$ cat src/rtl/lps_pkg.sv
package lps_pkg;

  localparam int ADDR_W = 3;
  localparam int DATA_W = 8;
  localparam int IDX_W  = 5;
  localparam int MS_W   = 6;

  // register addresses of the timing-generator chip
  localparam logic [ADDR_W-1:0] REG_RES   = 3'd0;
  localparam logic [ADDR_W-1:0] REG_PHASE = 3'd1;
  localparam logic [ADDR_W-1:0] REG_PWRA  = 3'd3;
  localparam logic [ADDR_W-1:0] REG_PWRB  = 3'd4;
  localparam logic [ADDR_W-1:0] REG_IFACE = 3'd6;
  localparam logic [ADDR_W-1:0] REG_POL   = 3'd7;

  // supply register A: serial link and low-voltage rails
  localparam logic [DATA_W-1:0] PA_SCLK = 8'h01;
  localparam logic [DATA_W-1:0] PA_SDAT = 8'h02;
  localparam logic [DATA_W-1:0] PA_DAC  = 8'h04;
  localparam logic [DATA_W-1:0] PA_COM  = 8'h08;
  localparam logic [DATA_W-1:0] PA_V5   = 8'h10;
  localparam logic [DATA_W-1:0] PA_LINK = PA_SCLK | PA_SDAT;

  // supply register B: panel rails
  localparam logic [DATA_W-1:0] PB_VW   = 8'h01;
  localparam logic [DATA_W-1:0] PB_GATE = 8'h02;
  localparam logic [DATA_W-1:0] PB_VDD  = 8'h04;

  // interface control register
  localparam logic [DATA_W-1:0] IF_INIT   = 8'h01;
  localparam logic [DATA_W-1:0] IF_INIOFF = 8'h02;
  localparam logic [DATA_W-1:0] IF_PDWN   = 8'h04;
  localparam logic [DATA_W-1:0] IF_COMOFF = 8'h08;
  localparam logic [DATA_W-1:0] IF_DACOFF = 8'h10;

  typedef enum logic [1:0] {K_WRITE, K_PAUSE, K_DAC, K_END} stepKind_t;
  typedef enum logic [1:0] {SEQ_FULL_UP, SEQ_REFRESH, SEQ_DOWN} seqSel_t;

  typedef struct packed {
    stepKind_t           kind;
    logic [ADDR_W-1:0]   addr;
    logic [DATA_W-1:0]   data;   // write value, or DAC level
    logic [DATA_W-1:0]   aux;    // DAC base value
    logic [MS_W-1:0]     waitMs; // pause after this step
  } stepEntry_t;

  typedef struct packed {
    logic    capture;
    seqSel_t seq;
    logic    issueWrite;
    logic    issueDac;
    logic    stepNext;
    logic    loadWait;
    logic    tickWait;
  } ctrlStrobe_t;

  typedef struct packed {
    stepKind_t kind;
    logic      hasWait;
    logic      waitZero;
    logic      dacLast;
  } dpStatus_t;

  function automatic stepEntry_t mkWrite(input logic [ADDR_W-1:0] a,
                                         input logic [DATA_W-1:0] d,
                                         input logic [MS_W-1:0] ms);
    stepEntry_t e;
    e.kind = K_WRITE; e.addr = a; e.data = d; e.aux = '0; e.waitMs = ms;
    return e;
  endfunction

  function automatic stepEntry_t mkDac(input logic [DATA_W-1:0] base,
                                       input logic [DATA_W-1:0] level);
    stepEntry_t e;
    e.kind = K_DAC; e.addr = REG_PWRA; e.data = level; e.aux = base; e.waitMs = '0;
    return e;
  endfunction

  function automatic stepEntry_t mkPause(input logic [MS_W-1:0] ms);
    stepEntry_t e;
    e.kind = K_PAUSE; e.addr = '0; e.data = '0; e.aux = '0; e.waitMs = ms;
    return e;
  endfunction

endpackage

$ cat src/rtl/lps_step_rom.sv
module lps_step_rom
  import lps_pkg::*;
#(
  parameter int VDD_SETTLE_MS  = 3,
  parameter int GATE_SETTLE_MS = 2,
  parameter int POL_SETTLE_MS  = 1,
  parameter int DRAIN_MS       = 34
) (
  input  seqSel_t            seq,
  input  logic [IDX_W-1:0]   idx,
  input  logic               vgaQ,
  input  logic [DATA_W-1:0]  phaseCode,
  input  logic [DATA_W-1:0]  comCode,
  output stepEntry_t         entry
);

  localparam logic [MS_W-1:0] MS_VDD  = MS_W'(VDD_SETTLE_MS);
  localparam logic [MS_W-1:0] MS_GATE = MS_W'(GATE_SETTLE_MS);
  localparam logic [MS_W-1:0] MS_POL  = MS_W'(POL_SETTLE_MS);
  localparam logic [MS_W-1:0] MS_DRN  = MS_W'(DRAIN_MS);
  localparam logic [MS_W-1:0] MS_NONE = '0;

  logic [DATA_W-1:0] resCode;
  assign resCode = vgaQ ? 8'h00 : 8'h01;

  always_comb begin
    entry = '0;
    entry.kind = K_END;
    case (seq)
      SEQ_FULL_UP: begin
        case (idx)
          5'd0:  entry = mkWrite(REG_IFACE, IF_INIT | IF_INIOFF | IF_PDWN | IF_COMOFF | IF_DACOFF, MS_NONE);
          5'd1:  entry = mkWrite(REG_PWRA, PA_LINK, MS_NONE);
          5'd2:  entry = mkWrite(REG_PWRB, 8'h00, MS_NONE);
          5'd3:  entry = mkWrite(REG_PWRB, PB_VDD, MS_VDD);
          5'd4:  entry = mkWrite(REG_PWRA, PA_LINK | PA_DAC, MS_NONE);
          5'd5:  entry = mkWrite(REG_IFACE, IF_INIT | IF_COMOFF, MS_NONE);
          5'd6:  entry = mkDac(PA_DAC, comCode);
          5'd7:  entry = mkWrite(REG_PWRA, PA_LINK | PA_DAC | PA_V5, MS_NONE);
          5'd8:  entry = mkWrite(REG_PWRB, PB_GATE | PB_VDD, MS_GATE);
          5'd9:  entry = mkWrite(REG_IFACE, IF_INIT, MS_NONE);
          5'd10: entry = mkWrite(REG_PWRA, PA_LINK | PA_DAC | PA_COM | PA_V5, MS_NONE);
          5'd11: entry = mkWrite(REG_PWRB, PB_VW | PB_GATE | PB_VDD, MS_NONE);
          5'd12: entry = mkWrite(REG_IFACE, 8'h00, MS_NONE);
          5'd13: entry = mkWrite(REG_PHASE, phaseCode, MS_NONE);
          5'd14: entry = mkWrite(REG_POL, 8'h00, MS_POL);
          5'd15: entry = mkWrite(REG_RES, resCode, MS_NONE);
          default: ;
        endcase
      end
      SEQ_REFRESH: begin
        case (idx)
          5'd0:  entry = mkWrite(REG_PHASE, phaseCode, MS_NONE);
          5'd1:  entry = mkWrite(REG_RES, resCode, MS_NONE);
          default: ;
        endcase
      end
      SEQ_DOWN: begin
        case (idx)
          5'd0:  entry = mkPause(MS_DRN);
          5'd1:  entry = mkWrite(REG_PWRB, PB_GATE | PB_VDD, MS_NONE);
          5'd2:  entry = mkWrite(REG_IFACE, IF_COMOFF, MS_NONE);
          5'd3:  entry = mkWrite(REG_PWRA, PA_DAC | PA_V5, MS_NONE);
          5'd4:  entry = mkDac(PA_DAC | PA_V5, 8'h00);
          5'd5:  entry = mkWrite(REG_PWRB, PB_VDD, MS_NONE);
          5'd6:  entry = mkWrite(REG_PWRA, PA_DAC, MS_NONE);
          5'd7:  entry = mkWrite(REG_IFACE, IF_INIOFF | IF_PDWN | IF_COMOFF | IF_DACOFF, MS_NONE);
          5'd8:  entry = mkWrite(REG_PWRA, 8'h00, MS_NONE);
          5'd9:  entry = mkWrite(REG_PWRB, 8'h00, MS_NONE);
          default: ;
        endcase
      end
      default: ;
    endcase
  end

endmodule

$ cat src/rtl/lps_dac_serializer.sv
module lps_dac_serializer
  import lps_pkg::*;
#(
  parameter logic [DATA_W-1:0] DEV_BYTE = 8'h9C,
  parameter logic [DATA_W-1:0] CMD_BYTE = 8'h00
) (
  input  logic              clk,
  input  logic              rstN,
  input  logic              advance,
  input  logic [DATA_W-1:0] base,
  input  logic [DATA_W-1:0] level,
  output logic [DATA_W-1:0] elemData,
  output logic              elemLast
);

  localparam logic [2:0] G_START = 3'd0;
  localparam logic [2:0] G_STOP  = 3'd4;
  localparam logic [3:0] ACK_SLOT = 4'd8;

  logic [2:0] grp;     // 0 start, 1..3 bytes, 4 stop
  logic [3:0] bitIdx;  // 0..7 data bits, 8 acknowledge
  logic [1:0] ph;      // 0 low, 1 clock high, 2 low

  logic [DATA_W-1:0] curByte;
  logic [2:0]        bitPos;
  logic [DATA_W-1:0] dataLevel;

  always_comb begin
    case (grp)
      3'd1:    curByte = DEV_BYTE;
      3'd2:    curByte = CMD_BYTE;
      default: curByte = level;
    endcase
  end

  assign bitPos = 3'(4'd7 - bitIdx);

  always_comb begin
    dataLevel = base;
    if (bitIdx != ACK_SLOT && curByte[bitPos]) dataLevel = base | PA_SDAT;
  end

  always_comb begin
    if (grp == G_START) begin
      case (ph)
        2'd0:    elemData = base | PA_SCLK | PA_SDAT;
        2'd1:    elemData = base | PA_SCLK;
        default: elemData = base;
      endcase
    end else if (grp == G_STOP) begin
      case (ph)
        2'd0:    elemData = base;
        2'd1:    elemData = base | PA_SCLK;
        default: elemData = base | PA_SCLK | PA_SDAT;
      endcase
    end else begin
      elemData = (ph == 2'd1) ? (dataLevel | PA_SCLK) : dataLevel;
    end
  end

  assign elemLast = (grp == G_STOP) && (ph == 2'd2);

  always_ff @(posedge clk or negedge rstN) begin
    if (!rstN) begin
      grp    <= G_START;
      bitIdx <= '0;
      ph     <= '0;
    end else if (advance) begin
      if (ph != 2'd2) begin
        ph <= ph + 2'd1;
      end else begin
        ph <= '0;
        if (grp == G_START) begin
          grp <= 3'd1;
        end else if (grp == G_STOP) begin
          grp <= G_START;
        end else if (bitIdx == ACK_SLOT) begin
          bitIdx <= '0;
          grp    <= grp + 3'd1;
        end else begin
          bitIdx <= bitIdx + 4'd1;
        end
      end
    end
  end

endmodule

$ cat src/rtl/lps_datapath.sv
module lps_datapath
  import lps_pkg::*;
#(
  parameter int CYC_PER_MS            = 200000,
  parameter int QVGA_PHASE            = 9,
  parameter int DEFAULT_COM           = 125,
  parameter logic [DATA_W-1:0] DEV_BYTE = 8'h9C,
  parameter logic [DATA_W-1:0] CMD_BYTE = 8'h00,
  parameter int VDD_SETTLE_MS         = 3,
  parameter int GATE_SETTLE_MS        = 2,
  parameter int POL_SETTLE_MS         = 1,
  parameter int DRAIN_MS              = 34
) (
  input  logic              clk,
  input  logic              rstN,
  input  ctrlStrobe_t       strobe,
  input  logic              vgaMode,
  input  logic              phaseValid,
  input  logic [3:0]        phaseAdj,
  input  logic              comValid,
  input  logic [DATA_W-1:0] comLevel,
  output dpStatus_t         status,
  output logic              regWrEn,
  output logic [ADDR_W-1:0] regAddr,
  output logic [DATA_W-1:0] regData
);

  localparam int MAX_MS = (1 << MS_W) - 1;
  localparam int WAIT_W = $clog2(MAX_MS * CYC_PER_MS + 1);

  logic              vgaQ;
  logic [DATA_W-1:0] phaseCode;
  logic [DATA_W-1:0] comCode;
  seqSel_t           seqQ;
  logic [IDX_W-1:0]  idx;
  logic [WAIT_W-1:0] waitCnt;
  logic [31:0]       waitProd;

  stepEntry_t        entry;
  logic [DATA_W-1:0] dacElem;
  logic              dacLast;
  logic [DATA_W-1:0] phaseSel;

  always_comb begin
    if (!vgaMode)        phaseSel = {3'b000, 4'(QVGA_PHASE), 1'b1};
    else if (phaseValid) phaseSel = {3'b000, phaseAdj, 1'b1};
    else                 phaseSel = 8'h01;
  end

  lps_step_rom #(
    .VDD_SETTLE_MS (VDD_SETTLE_MS),
    .GATE_SETTLE_MS(GATE_SETTLE_MS),
    .POL_SETTLE_MS (POL_SETTLE_MS),
    .DRAIN_MS      (DRAIN_MS)
  ) uRom (
    .seq      (seqQ),
    .idx      (idx),
    .vgaQ     (vgaQ),
    .phaseCode(phaseCode),
    .comCode  (comCode),
    .entry    (entry)
  );

  lps_dac_serializer #(
    .DEV_BYTE(DEV_BYTE),
    .CMD_BYTE(CMD_BYTE)
  ) uDac (
    .clk     (clk),
    .rstN    (rstN),
    .advance (strobe.issueDac),
    .base    (entry.aux),
    .level   (entry.data),
    .elemData(dacElem),
    .elemLast(dacLast)
  );

  assign waitProd = 32'(entry.waitMs) * 32'(CYC_PER_MS);

  assign status.kind     = entry.kind;
  assign status.hasWait  = (entry.waitMs != '0);
  assign status.waitZero = (waitCnt == '0);
  assign status.dacLast  = dacLast;

  always_ff @(posedge clk or negedge rstN) begin
    if (!rstN) begin
      vgaQ      <= 1'b0;
      phaseCode <= '0;
      comCode   <= '0;
      seqQ      <= SEQ_FULL_UP;
      idx       <= '0;
      waitCnt   <= '0;
      regWrEn   <= 1'b0;
      regAddr   <= '0;
      regData   <= '0;
    end else begin
      regWrEn <= 1'b0;
      if (strobe.capture) begin
        vgaQ      <= vgaMode;
        phaseCode <= phaseSel;
        comCode   <= comValid ? comLevel : 8'(DEFAULT_COM);
        seqQ      <= strobe.seq;
        idx       <= '0;
      end
      if (strobe.stepNext) idx <= idx + 1'b1;
      if (strobe.loadWait)      waitCnt <= WAIT_W'(waitProd - 32'd1);
      else if (strobe.tickWait) waitCnt <= waitCnt - 1'b1;
      if (strobe.issueWrite) begin
        regWrEn <= 1'b1;
        regAddr <= entry.addr;
        regData <= entry.data;
      end else if (strobe.issueDac) begin
        regWrEn <= 1'b1;
        regAddr <= REG_PWRA;
        regData <= dacElem;
      end
    end
  end

endmodule

$ cat src/rtl/lps_control.sv
module lps_control
  import lps_pkg::*;
(
  input  logic        clk,
  input  logic        rstN,
  input  logic        powerUpReq,
  input  logic        powerDownReq,
  input  dpStatus_t   status,
  output ctrlStrobe_t strobe,
  output logic        busy,
  output logic        panelReady
);

  typedef enum logic [1:0] {S_IDLE, S_STEP, S_WAIT, S_DAC} state_t;

  state_t  state, stateNext;
  seqSel_t runSeq;
  logic    readyNext;

  always_comb begin
    strobe     = '0;
    strobe.seq = SEQ_FULL_UP;
    stateNext  = state;
    readyNext  = panelReady;
    case (state)
      S_IDLE: begin
        if (powerDownReq) begin
          strobe.capture = 1'b1;
          strobe.seq     = SEQ_DOWN;
          stateNext      = S_STEP;
        end else if (powerUpReq) begin
          strobe.capture = 1'b1;
          strobe.seq     = panelReady ? SEQ_REFRESH : SEQ_FULL_UP;
          stateNext      = S_STEP;
        end
      end
      S_STEP: begin
        case (status.kind)
          K_WRITE: begin
            strobe.issueWrite = 1'b1;
            if (status.hasWait) begin
              strobe.loadWait = 1'b1;
              stateNext       = S_WAIT;
            end else begin
              strobe.stepNext = 1'b1;
            end
          end
          K_PAUSE: begin
            strobe.loadWait = 1'b1;
            stateNext       = S_WAIT;
          end
          K_DAC: begin
            strobe.issueDac = 1'b1;
            stateNext       = S_DAC;
          end
          default: begin
            stateNext = S_IDLE;
            if (runSeq == SEQ_FULL_UP)   readyNext = 1'b1;
            else if (runSeq == SEQ_DOWN) readyNext = 1'b0;
          end
        endcase
      end
      S_WAIT: begin
        if (status.waitZero) begin
          strobe.stepNext = 1'b1;
          stateNext       = S_STEP;
        end else begin
          strobe.tickWait = 1'b1;
        end
      end
      default: begin
        strobe.issueDac = 1'b1;
        if (status.dacLast) begin
          strobe.stepNext = 1'b1;
          stateNext       = S_STEP;
        end
      end
    endcase
  end

  always_ff @(posedge clk or negedge rstN) begin
    if (!rstN) begin
      state      <= S_IDLE;
      runSeq     <= SEQ_FULL_UP;
      panelReady <= 1'b0;
    end else begin
      state      <= stateNext;
      panelReady <= readyNext;
      if (strobe.capture) runSeq <= strobe.seq;
    end
  end

  assign busy = (state != S_IDLE);

endmodule

$ cat src/rtl/lps_panel_sequencer.sv
module lps_panel_sequencer
  import lps_pkg::*;
#(
  parameter int CYC_PER_MS     = 200000,
  parameter int QVGA_PHASE     = 9,
  parameter int DEFAULT_COM    = 125,
  parameter int VDD_SETTLE_MS  = 3,
  parameter int GATE_SETTLE_MS = 2,
  parameter int POL_SETTLE_MS  = 1,
  parameter int DRAIN_MS       = 34
) (
  input  logic       clk,
  input  logic       rstN,
  input  logic       powerUpReq,
  input  logic       powerDownReq,
  input  logic       vgaMode,
  input  logic       phaseValid,
  input  logic [3:0] phaseAdj,
  input  logic       comValid,
  input  logic [7:0] comLevel,
  output logic       busy,
  output logic       panelReady,
  output logic       regWrEn,
  output logic [2:0] regAddr,
  output logic [7:0] regData
);

  ctrlStrobe_t strobe;
  dpStatus_t   status;

  lps_control uCtrl (
    .clk         (clk),
    .rstN        (rstN),
    .powerUpReq  (powerUpReq),
    .powerDownReq(powerDownReq),
    .status      (status),
    .strobe      (strobe),
    .busy        (busy),
    .panelReady  (panelReady)
  );

  lps_datapath #(
    .CYC_PER_MS    (CYC_PER_MS),
    .QVGA_PHASE    (QVGA_PHASE),
    .DEFAULT_COM   (DEFAULT_COM),
    .VDD_SETTLE_MS (VDD_SETTLE_MS),
    .GATE_SETTLE_MS(GATE_SETTLE_MS),
    .POL_SETTLE_MS (POL_SETTLE_MS),
    .DRAIN_MS      (DRAIN_MS)
  ) uDp (
    .clk       (clk),
    .rstN      (rstN),
    .strobe    (strobe),
    .vgaMode   (vgaMode),
    .phaseValid(phaseValid),
    .phaseAdj  (phaseAdj),
    .comValid  (comValid),
    .comLevel  (comLevel),
    .status    (status),
    .regWrEn   (regWrEn),
    .regAddr   (regAddr),
    .regData   (regData)
  );

endmodule

$ cat config.mk
export PLATFORM = sky130hd
export DESIGN_NAME = lps_panel_sequencer
export DESIGN_NICKNAME = d
export VERILOG_FILES = /design/src/rtl/lps_pkg.sv /design/src/rtl/lps_step_rom.sv /design/src/rtl/lps_dac_serializer.sv /design/src/rtl/lps_datapath.sv /design/src/rtl/lps_control.sv /design/src/rtl/lps_panel_sequencer.sv
export SDC_FILE = /design/constraint.sdc
export NUM_CORES = 1
export LEC_CHECK = 0
export BUFFER_PORTS_ARGS = -buffer_cell sky130_fd_sc_hd__buf_2
export CAP_MARGIN = 20
export CORE_AREA = 2 2 125 127
export DETAILED_ROUTE_END_ITERATION = 8
export DIE_AREA = 0 0 127 129
export GPL_TIMING_DRIVEN = 1
export PLACE_DENSITY = 0.6
export SETUP_SLACK_MARGIN = 0.02
export SLEW_MARGIN = 20
export SYNTH_ARGS = -nofsm -noshare
export SYNTH_HDL_FRONTEND = slang
export SYNTH_SLANG_ARGS = --single-unit
export TNS_END_PERCENT = 30
$ cat constraint.sdc
create_clock -name clk -period 5.65 [get_ports clk]
set_clock_uncertainty 0.15 [all_clocks]
set_input_delay 0 -clock clk [delete_from_list [all_inputs] [get_ports clk]]
set_output_delay 0 -clock clk [all_outputs]
set_load 0.01 [all_outputs]
==> flow_summary.toml, run 1 <==
[place]
post-place-ws_ps = 589.7
globalplace.congestion = 0.8957
place.detailed.instances = 791
dpl_cell_area_um2 = 5489
numPortBuffers = 32
dp_hpwl_mm = 9.715

[synth]
fraction_of_synthesis_flops_using_an_asynchronous_set_or_reset_pin_pct = 100.0
largest_family_of_logic_cells_by_synthesized_area = "simple AND/OR/NAND/NOR gates"
count_of_yosys_warnings_during_synthesis = 0
synth_area_per_cell_um2 = 8.673
synth-edff-count = 0
synth.distinct_cells = 83
synth_area_leader_cell = "sky130_fd_sc_hd__dfrtp_1"
synth_xor_area_share_pct = 3.709
ys_dominant_reg_cell = "sky130_fd_sc_hd__dfrtp_1"
syn_nets = 646
number_of_register_bits_inferred_by_synthesis = 69
synth_mux_area_share_pct = 4.167
synth.top_cells.by_area = "sky130_fd_sc_hd__dfrtp_1 33%, sky130_fd_sc_hd__ha_1 6.7%, sky130_fd_sc_hd__nand2_1 4.8%"
synthesis.area_um2 = 5195
synth-adder-area-share_pct = 6.744
synthCells = 599
yosys.cell_count.top_type = "sky130_fd_sc_hd__dfrtp_1"
synth.top_cell.area_share_pct = 33.24
fraction_of_the_yosys_area_taken_by_sequential_cells_pct = 33.24
area_fraction_in_compound_gates_after_synthesis_pct = 20.66
synth_common_cells = "69 x sky130_fd_sc_hd__dfrtp_1, 67 x sky130_fd_sc_hd__nand2_1, 40 x sky130_fd_sc_hd__o21ai_0"
synth_simple_gate_area_share_pct = 25.92

[power]
netSwitchingFraction_pct = 47.23
switching_power_summed_over_all_nets_mw = 1.717
p_total_mw = 3.635
share_seq_of_total_power_pct = 26.1
comb_power_share_pct = 59.0
static-leakage-power_nw = 2.563
vdd_ir_drop_max_mv = 0.2273
p_int_mw = 1.918
clock_power_share_pct = 14.9
power_density_nw_per_um2 = 599.9

[cells_and_area]
layout_nets = 690
area.sequential_um2 = 1727
area_growth_pct = 16.64
post_layout_nonfiller_instances = 835
antenna_cells = 0
area_of_the_multi_input_gates_um2 = 3188
final_design_utilization_pct = 40.46
post-route-cell-area_um2 = 6060
fillers = 1497
layout_cell_share_with_drive_strength_beyond_1_pct = 14.84

[worst_setup_path]
critPathRequiredTime_ps = 5700
path_max_fanout = 18
timing.setup.critical_path_class = "reg -> reg"
crit_path_start_kind = "flip-flop"
worstPathArrival_ps = 5180
worstSetupEndpointType = "flip-flop"

[drt]
drcViolationCount = 0
via_per_inst = 5.702
drt_pre_antenna_iters = 5
wl_per_cell_um = 16.37
antenna_violating_nets_post_route = 0
dr.first_iter.drc_count = 382
totalWireLength_mm = 13.67
detailroute.via_count = 4761

[global_routing]
vias_in_the_first_global_route = 4580
grt-ovfl-total = 0
grt_usage_pct = 17.38
grt_start_max_net_pins = 70
grt_first_pass_wirelength_mm = 23.07
initial_antenna_violation_count = 0

[floorplanning]
design.core.area_um2 = 14980
die-area_um2 = 16380
die_w_um = 127
std_cell_rows = 45
die_h_um = 129
design.portCount = 33
start_util_pct = 34.69

[clocking]
cts_num_sinks = 69
tritoncts = "done"
clockBufferDepth = 2
cts.clk_slew.worst_paths_ps = 60
postCtsSetupRepairBufs = 0
cts_htree_levels = 3
cts-resized-gates = 0
clk_latency_ps = 340
cts_inserted_buffers = 9
cts_root_buffer = "sky130_fd_sc_hd__clkbuf_16"

[sta]
timing_max_transition_violations_final = 0
final_min_period_over_clock_period_pct = 90.82
min_period_ps = 5131
finalWorstSetupSlack_ps = 518.7
fin_worst_hold_slack_ps = 239.8
max-slew-margin-rel_pct = 40.55
setup_violations = 0
setup_repair_after_global_routing_missed_its_margin = "false"
setup_tns_ps = 0
timing.final.hold_violations = 0
max_clock_freq_mhz = 194.9
worst-slew-pin-transition_ps = 891.8

[outcome]
outcome = "completed"

[flow_run]
number_of_max_cap_violations = 0

[min_path]
class_of_the_most_critical_hold_timing_path = "in -> async"
==> area by class of cell <==
cell class	count	share of cell area (%)
clock buffer	13	3.964
multi-input combinational	463	52.61
clock inverter	2	0.5782
timing repair buffer	71	8.672
tap	188	3.882
inverter	29	1.796
sequential	69	28.49
==> power by group through the flow <==
stage	logic, mW	registers [mW]	clock network [mW]
final	2.15	0.948	0.541
after CTS	2.13	0.945	0.558
after global placement	2.06	0.940	0
after detailed placement	2.09	0.949	0
after global routing	2.38	0.983	0.577
after floorplan	1.67	0.848	0
==> layout by cell type (no fill, tap or decap), types with 7 or more instances in the layout <==
cell type | netlist | routed
sky130_fd_sc_hd__dfrtp_1 | 69 | 69
sky130_fd_sc_hd__nand2_1 | 67 | 67
sky130_fd_sc_hd__o21ai_0 | 40 | 40
sky130_fd_sc_hd__buf_2 | 12 | 32
sky130_fd_sc_hd__nor2_1 | 31 | 31
sky130_fd_sc_hd__dlygate4sd3_1 | 0 | 29
sky130_fd_sc_hd__inv_1 | 28 | 28
sky130_fd_sc_hd__ha_1 | 28 | 28
sky130_fd_sc_hd__a21oi_1 | 24 | 24
sky130_fd_sc_hd__nand3_1 | 18 | 18
sky130_fd_sc_hd__mux2i_1 | 16 | 16
sky130_fd_sc_hd__nor2b_1 | 15 | 15
sky130_fd_sc_hd__nand2b_1 | 12 | 12
sky130_fd_sc_hd__nor3_1 | 12 | 12
sky130_fd_sc_hd__nor4_1 | 11 | 11
sky130_fd_sc_hd__a31oi_1 | 11 | 11
sky130_fd_sc_hd__nand4_1 | 11 | 11
sky130_fd_sc_hd__xnor2_1 | 11 | 11
sky130_fd_sc_hd__xor2_1 | 11 | 11
sky130_fd_sc_hd__buf_4 | 2 | 10
sky130_fd_sc_hd__clkbuf_16 | 0 | 9
sky130_fd_sc_hd__and3_1 | 8 | 8
sky130_fd_sc_hd__or3_1 | 8 | 8
sky130_fd_sc_hd__o211ai_1 | 7 | 7
==> critical path, cell delays in order, from the launching register on <==
cell and delay [ps]:
sky130_fd_sc_hd__dfrtp_1 400, sky130_fd_sc_hd__ha_1 560, sky130_fd_sc_hd__nor3_1 90, sky130_fd_sc_hd__o31ai_1 560, sky130_fd_sc_hd__o31ai_1 270, sky130_fd_sc_hd__a2111oi_1 580
sky130_fd_sc_hd__or2_2 250, sky130_fd_sc_hd__inv_1 80, sky130_fd_sc_hd__ha_1 330, sky130_fd_sc_hd__ha_1 340, sky130_fd_sc_hd__or3b_2 500, sky130_fd_sc_hd__or3_1 380
sky130_fd_sc_hd__nor4_1 270, sky130_fd_sc_hd__xnor2_1 160, sky130_fd_sc_hd__mux2i_1 80
==> sequential cells by signal, indices dropped and copies added (netlist names) <==
name              flops
uDp.regAddr           3
uCtrl.panelReady      1
uCtrl.state           2
uDp.idx               5
uDp.phaseCode         5
uDp.uDac.ph           2
uDp.uDac.grp          3
uDp.vgaQ              1
uDp.regData           8
uDp.uDac.bitIdx       4
uDp.comCode           8
uDp.seqQ              2
uDp.regWrEn           1
uDp.waitCnt          24
==> metal layers <==
layer / global-route usage [%] / routed length (um)
met2: 26.72 / 6166
met5: 0 / 0
met1: 24.07 / 6589
met4: 7.046 / 359
met3: 3.451 / 554
==> final timing paths <==
check                                                start                     endpoint  cells after the start  slack, ps
worst min-delay path                                  rstN  uDp.waitCnt[19]$_DFFE_PN0P_                      3        240
max in group asynchronous                             rstN       uDp.idx[1]$_DFFE_PN0P_                      3       4500
worst min register to register  uDp.comCode[3]$_DFFE_PN0P_   uDp.comCode[3]$_DFFE_PN0P_                      2        330
min in group clk                uDp.comCode[3]$_DFFE_PN0P_   uDp.comCode[3]$_DFFE_PN0P_                      2        330
worst max register to register      uDp.idx[0]$_DFFE_PN0P_  uDp.waitCnt[18]$_DFFE_PN0P_                     14        520
worst max-delay path                uDp.idx[0]$_DFFE_PN0P_  uDp.waitCnt[18]$_DFFE_PN0P_                     14        520
==> timing repair <==
action | CTS | global route
setup endpoints to repair | 0 | 0
hold buffers | 29 | 0
endpoints found under the hold margin | 85 | 0
==> kinds of logic (layout without fill, tap and decap cells) <==
logic type               after synthesis  count (layout)
flip-flops                            69              69
AO/OA/AOI/OAI                        153             153
multiplexers                          21              21
adder cells (fa/ha/maj)               28              28
buffers and inverters                 67             115
XOR/XNOR                              22              22
AND/OR/NAND/NOR                      239             239
Note: power is estimated with default switching activity, not from simulation.
==> run 2: changes to the inputs <==
- CELL_PAD_IN_SITES_DETAIL_PLACEMENT: default -> 1
- CELL_PAD_IN_SITES_GLOBAL_PLACEMENT: default -> 1
- PLACE_DENSITY: 0.6 -> 0.72
==> run 2 against run 1 <==
Flip-flop and latch count is the same. Sequential share of layout area is essentially flat. Non-clock buffer count grew 1. Power grew 2.4%. Clock-buffer cell count shrank 2. Utilization is essentially flat. Setup slack lost 14 ps. Die area is the same. Critical path depth is the same. Cell count grew 0.12%. Largest cell class unchanged. Highest routed layer unchanged.
==> flow_summary.toml, run 2 (same netlist as run 1, synthesis figures left out) <==
[power]
vdd_ir_drop_max_mv = 0.2554
p_total_mw = 3.721
static-leakage-power_nw = 2.561
power_density_nw_per_um2 = 614.0

[sta]
timing.final.hold_violations = 0
max-slew-margin-rel_pct = 38.45
max_clock_freq_mhz = 194.4
min_period_ps = 5145
timing_max_transition_violations_final = 0
setup_repair_after_global_routing_missed_its_margin = "false"
setup_violations = 0
setup_tns_ps = 0
worst-slew-pin-transition_ps = 923.2
final_min_period_over_clock_period_pct = 91.06

[worst_setup_path]
worstSetupEndpointType = "flip-flop"
top_cell_by_count_worst_path = "sky130_fd_sc_hd__ha_1"
setup.worst_path.start = "uDp.idx[1]$_DFFE_PN0P_"
cp_cell_sequence = "ha_1 > nor3_1 > o31ai_1 > o31ai_1 > a2111oi_1 > or2_2 > inv_1 > ha_1 > ha_1 > or3b_2 > or3_1 > nor4_1 > xnor2_1 > mux2i_1"
timing.rr.end = "uDp.waitCnt[18]$_DFFE_PN0P_"
crit-reg2reg-launch = "uDp.idx[1]$_DFFE_PN0P_"
worst_path_largest_cell_delay_ps = 600
critPathRequiredTime_ps = 5710
path_max_fanout = 18
crit_path_end = "uDp.waitCnt[18]$_DFFE_PN0P_"
worstPathArrival_ps = 5200
timing.setup.critical_path_class = "reg -> reg"
worstRegToRegCells = 14
ff2ff_setup_slack_ps = 510
crit_path_start_kind = "flip-flop"
crit_slowest_cell = "sky130_fd_sc_hd__ha_1"

[floorplanning]
die_w_um = 127
die_h_um = 129
start_util_pct = 34.69
design.portCount = 33
std_cell_rows = 45
design.core.area_um2 = 14980
die-area_um2 = 16380

[global_routing]
grt-ovfl-total = 0
initial_antenna_violation_count = 0
vias_in_the_first_global_route = 5159
grt_start_max_net_pins = 70
grt_first_pass_wirelength_mm = 27.03
grt_usage_pct = 20.57

[flow_run]
number_of_max_cap_violations = 0

[cells_and_area]
layout_common_cells = "69 x sky130_fd_sc_hd__dfrtp_1, 67 x sky130_fd_sc_hd__nand2_1, 40 x sky130_fd_sc_hd__o21ai_0"
layout_cell_share_with_drive_strength_beyond_1_pct = 15.43
post_layout_nonfiller_instances = 836
largest-register = "uDp.waitCnt"
antenna_cells = 0
final_common_cell = "sky130_fd_sc_hd__dfrtp_1"
layout_nets = 691
area_growth_pct = 16.67
largest_registers = "uDp.waitCnt (24), uDp.comCode (8), uDp.regData (8)"
largest_register_ffs = 24

[drt]
drt_pre_antenna_iters = 4
totalWireLength_mm = 15.81
drcViolationCount = 0
via_per_inst = 5.793
dr.first_iter.drc_count = 334
antenna_violating_nets_post_route = 0
detailroute.via_count = 4843
wl_per_cell_um = 18.91

[outcome]
outcome = "completed"

[clocking]
cts_num_sinks = 69
cts_htree_levels = 3
tritoncts = "done"
cts_inserted_buffers = 9
clockBufferDepth = 2
clk_latency_ps = 350
cts.clk_slew.worst_paths_ps = 60
postCtsSetupRepairBufs = 0
cts_root_buffer = "sky130_fd_sc_hd__clkbuf_16"

[place]
place.detailed.instances = 792
globalplace.congestion = 0.8613
numPortBuffers = 32
dp_hpwl_mm = 10.91

[min_path]
class_of_the_most_critical_hold_timing_path = "in -> async"
run 2: changes by cell type in the layout (fill, tap and decap cells not counted), sizes merged:
cell	before	now
bufinv	1	0
clkbuf	13	11
buf	42	43
clkinvlp	0	2
clkinv	2	3
run 2: cell type report:
class / count / area, um2
flip-flops and latches: 69 / 1727
well taps: 188 / 235.2
clock inverters: 4 / 25.02
fillers: 1765 / 8916
inverters: 29 / 108.9
repair buffers: 72 / 533.0
clock buffers: 11 / 242.7
multi-input cells: 463 / 3189
run 2: what timing repair did:
action | 4_1_cts | 5_1_grt
setup endpoints to repair | 0 | 1
resized for setup | 0 | 1
hold endpoints to repair | 85 | 0
hold buffers | 29 | 0
run 2: how the worst min path moves through the flow:
| stage | end |
|---|---|
| 2_1_floorplan | uCtrl.panelReady$_DFFE_PN0P_ |
| 3_3_place_gp | uDp.comCode[1]$_DFFE_PN0P_ |
| 3_5_place_dp | uDp.seqQ[0]$_DFFE_PN0P_ |
| 4_1_cts | uDp.waitCnt[1]$_DFFE_PN0P_ |
| 5_1_grt | uDp.vgaQ$_DFFE_PN0P_ |
| 6_report | uDp.waitCnt[15]$_DFFE_PN0P_ |
run 2: critical path, delay by kind of cell (launching register included):
| kind | cells | cell delay, ps |
|---|---|---|
| AOI/OAI and AO/OA | 3 | 1310 |
| xor gates and xnor gates | 1 | 170 |
| buffers and inverters | 1 | 80 |
| and+or+nand+nor | 5 | 1490 |
| muxes | 1 | 90 |
| adders and majority gates | 3 | 1290 |
| DFF | 1 | 410 |
run 2: per-stage QoR:
stage | cell area (um2) | utilization (%) | hold WS (ps) | setup WS (ps)
2_1_floorplan | 5195 | - | -445.6 | 676.0
3_3_place_gp | 5497 | 36.70 | 106.1 | 723.9
3_5_place_dp | 5497 | 36.70 | 114.8 | 461.0
4_1_cts | 6055 | 40.43 | 293.9 | 442.4
5_1_grt | 6061 | 40.47 | 357.7 | 79.54
6_report | 6061 | 40.47 | 242.3 | 505.0
run 2: report_power, final:
group          switching [mW]  total, mW  internal [mW]
sequential              0.238      0.938          0.700
combinational            1.36       2.25          0.890
clock                   0.231      0.536          0.305
run 2: routing by layer:
layer,part of all wire [%],GRT usage (%)
met1,47,27.77
met2,47,33.14
met3,3.4,3.825
met4,2.4,7.434
met5,0,0
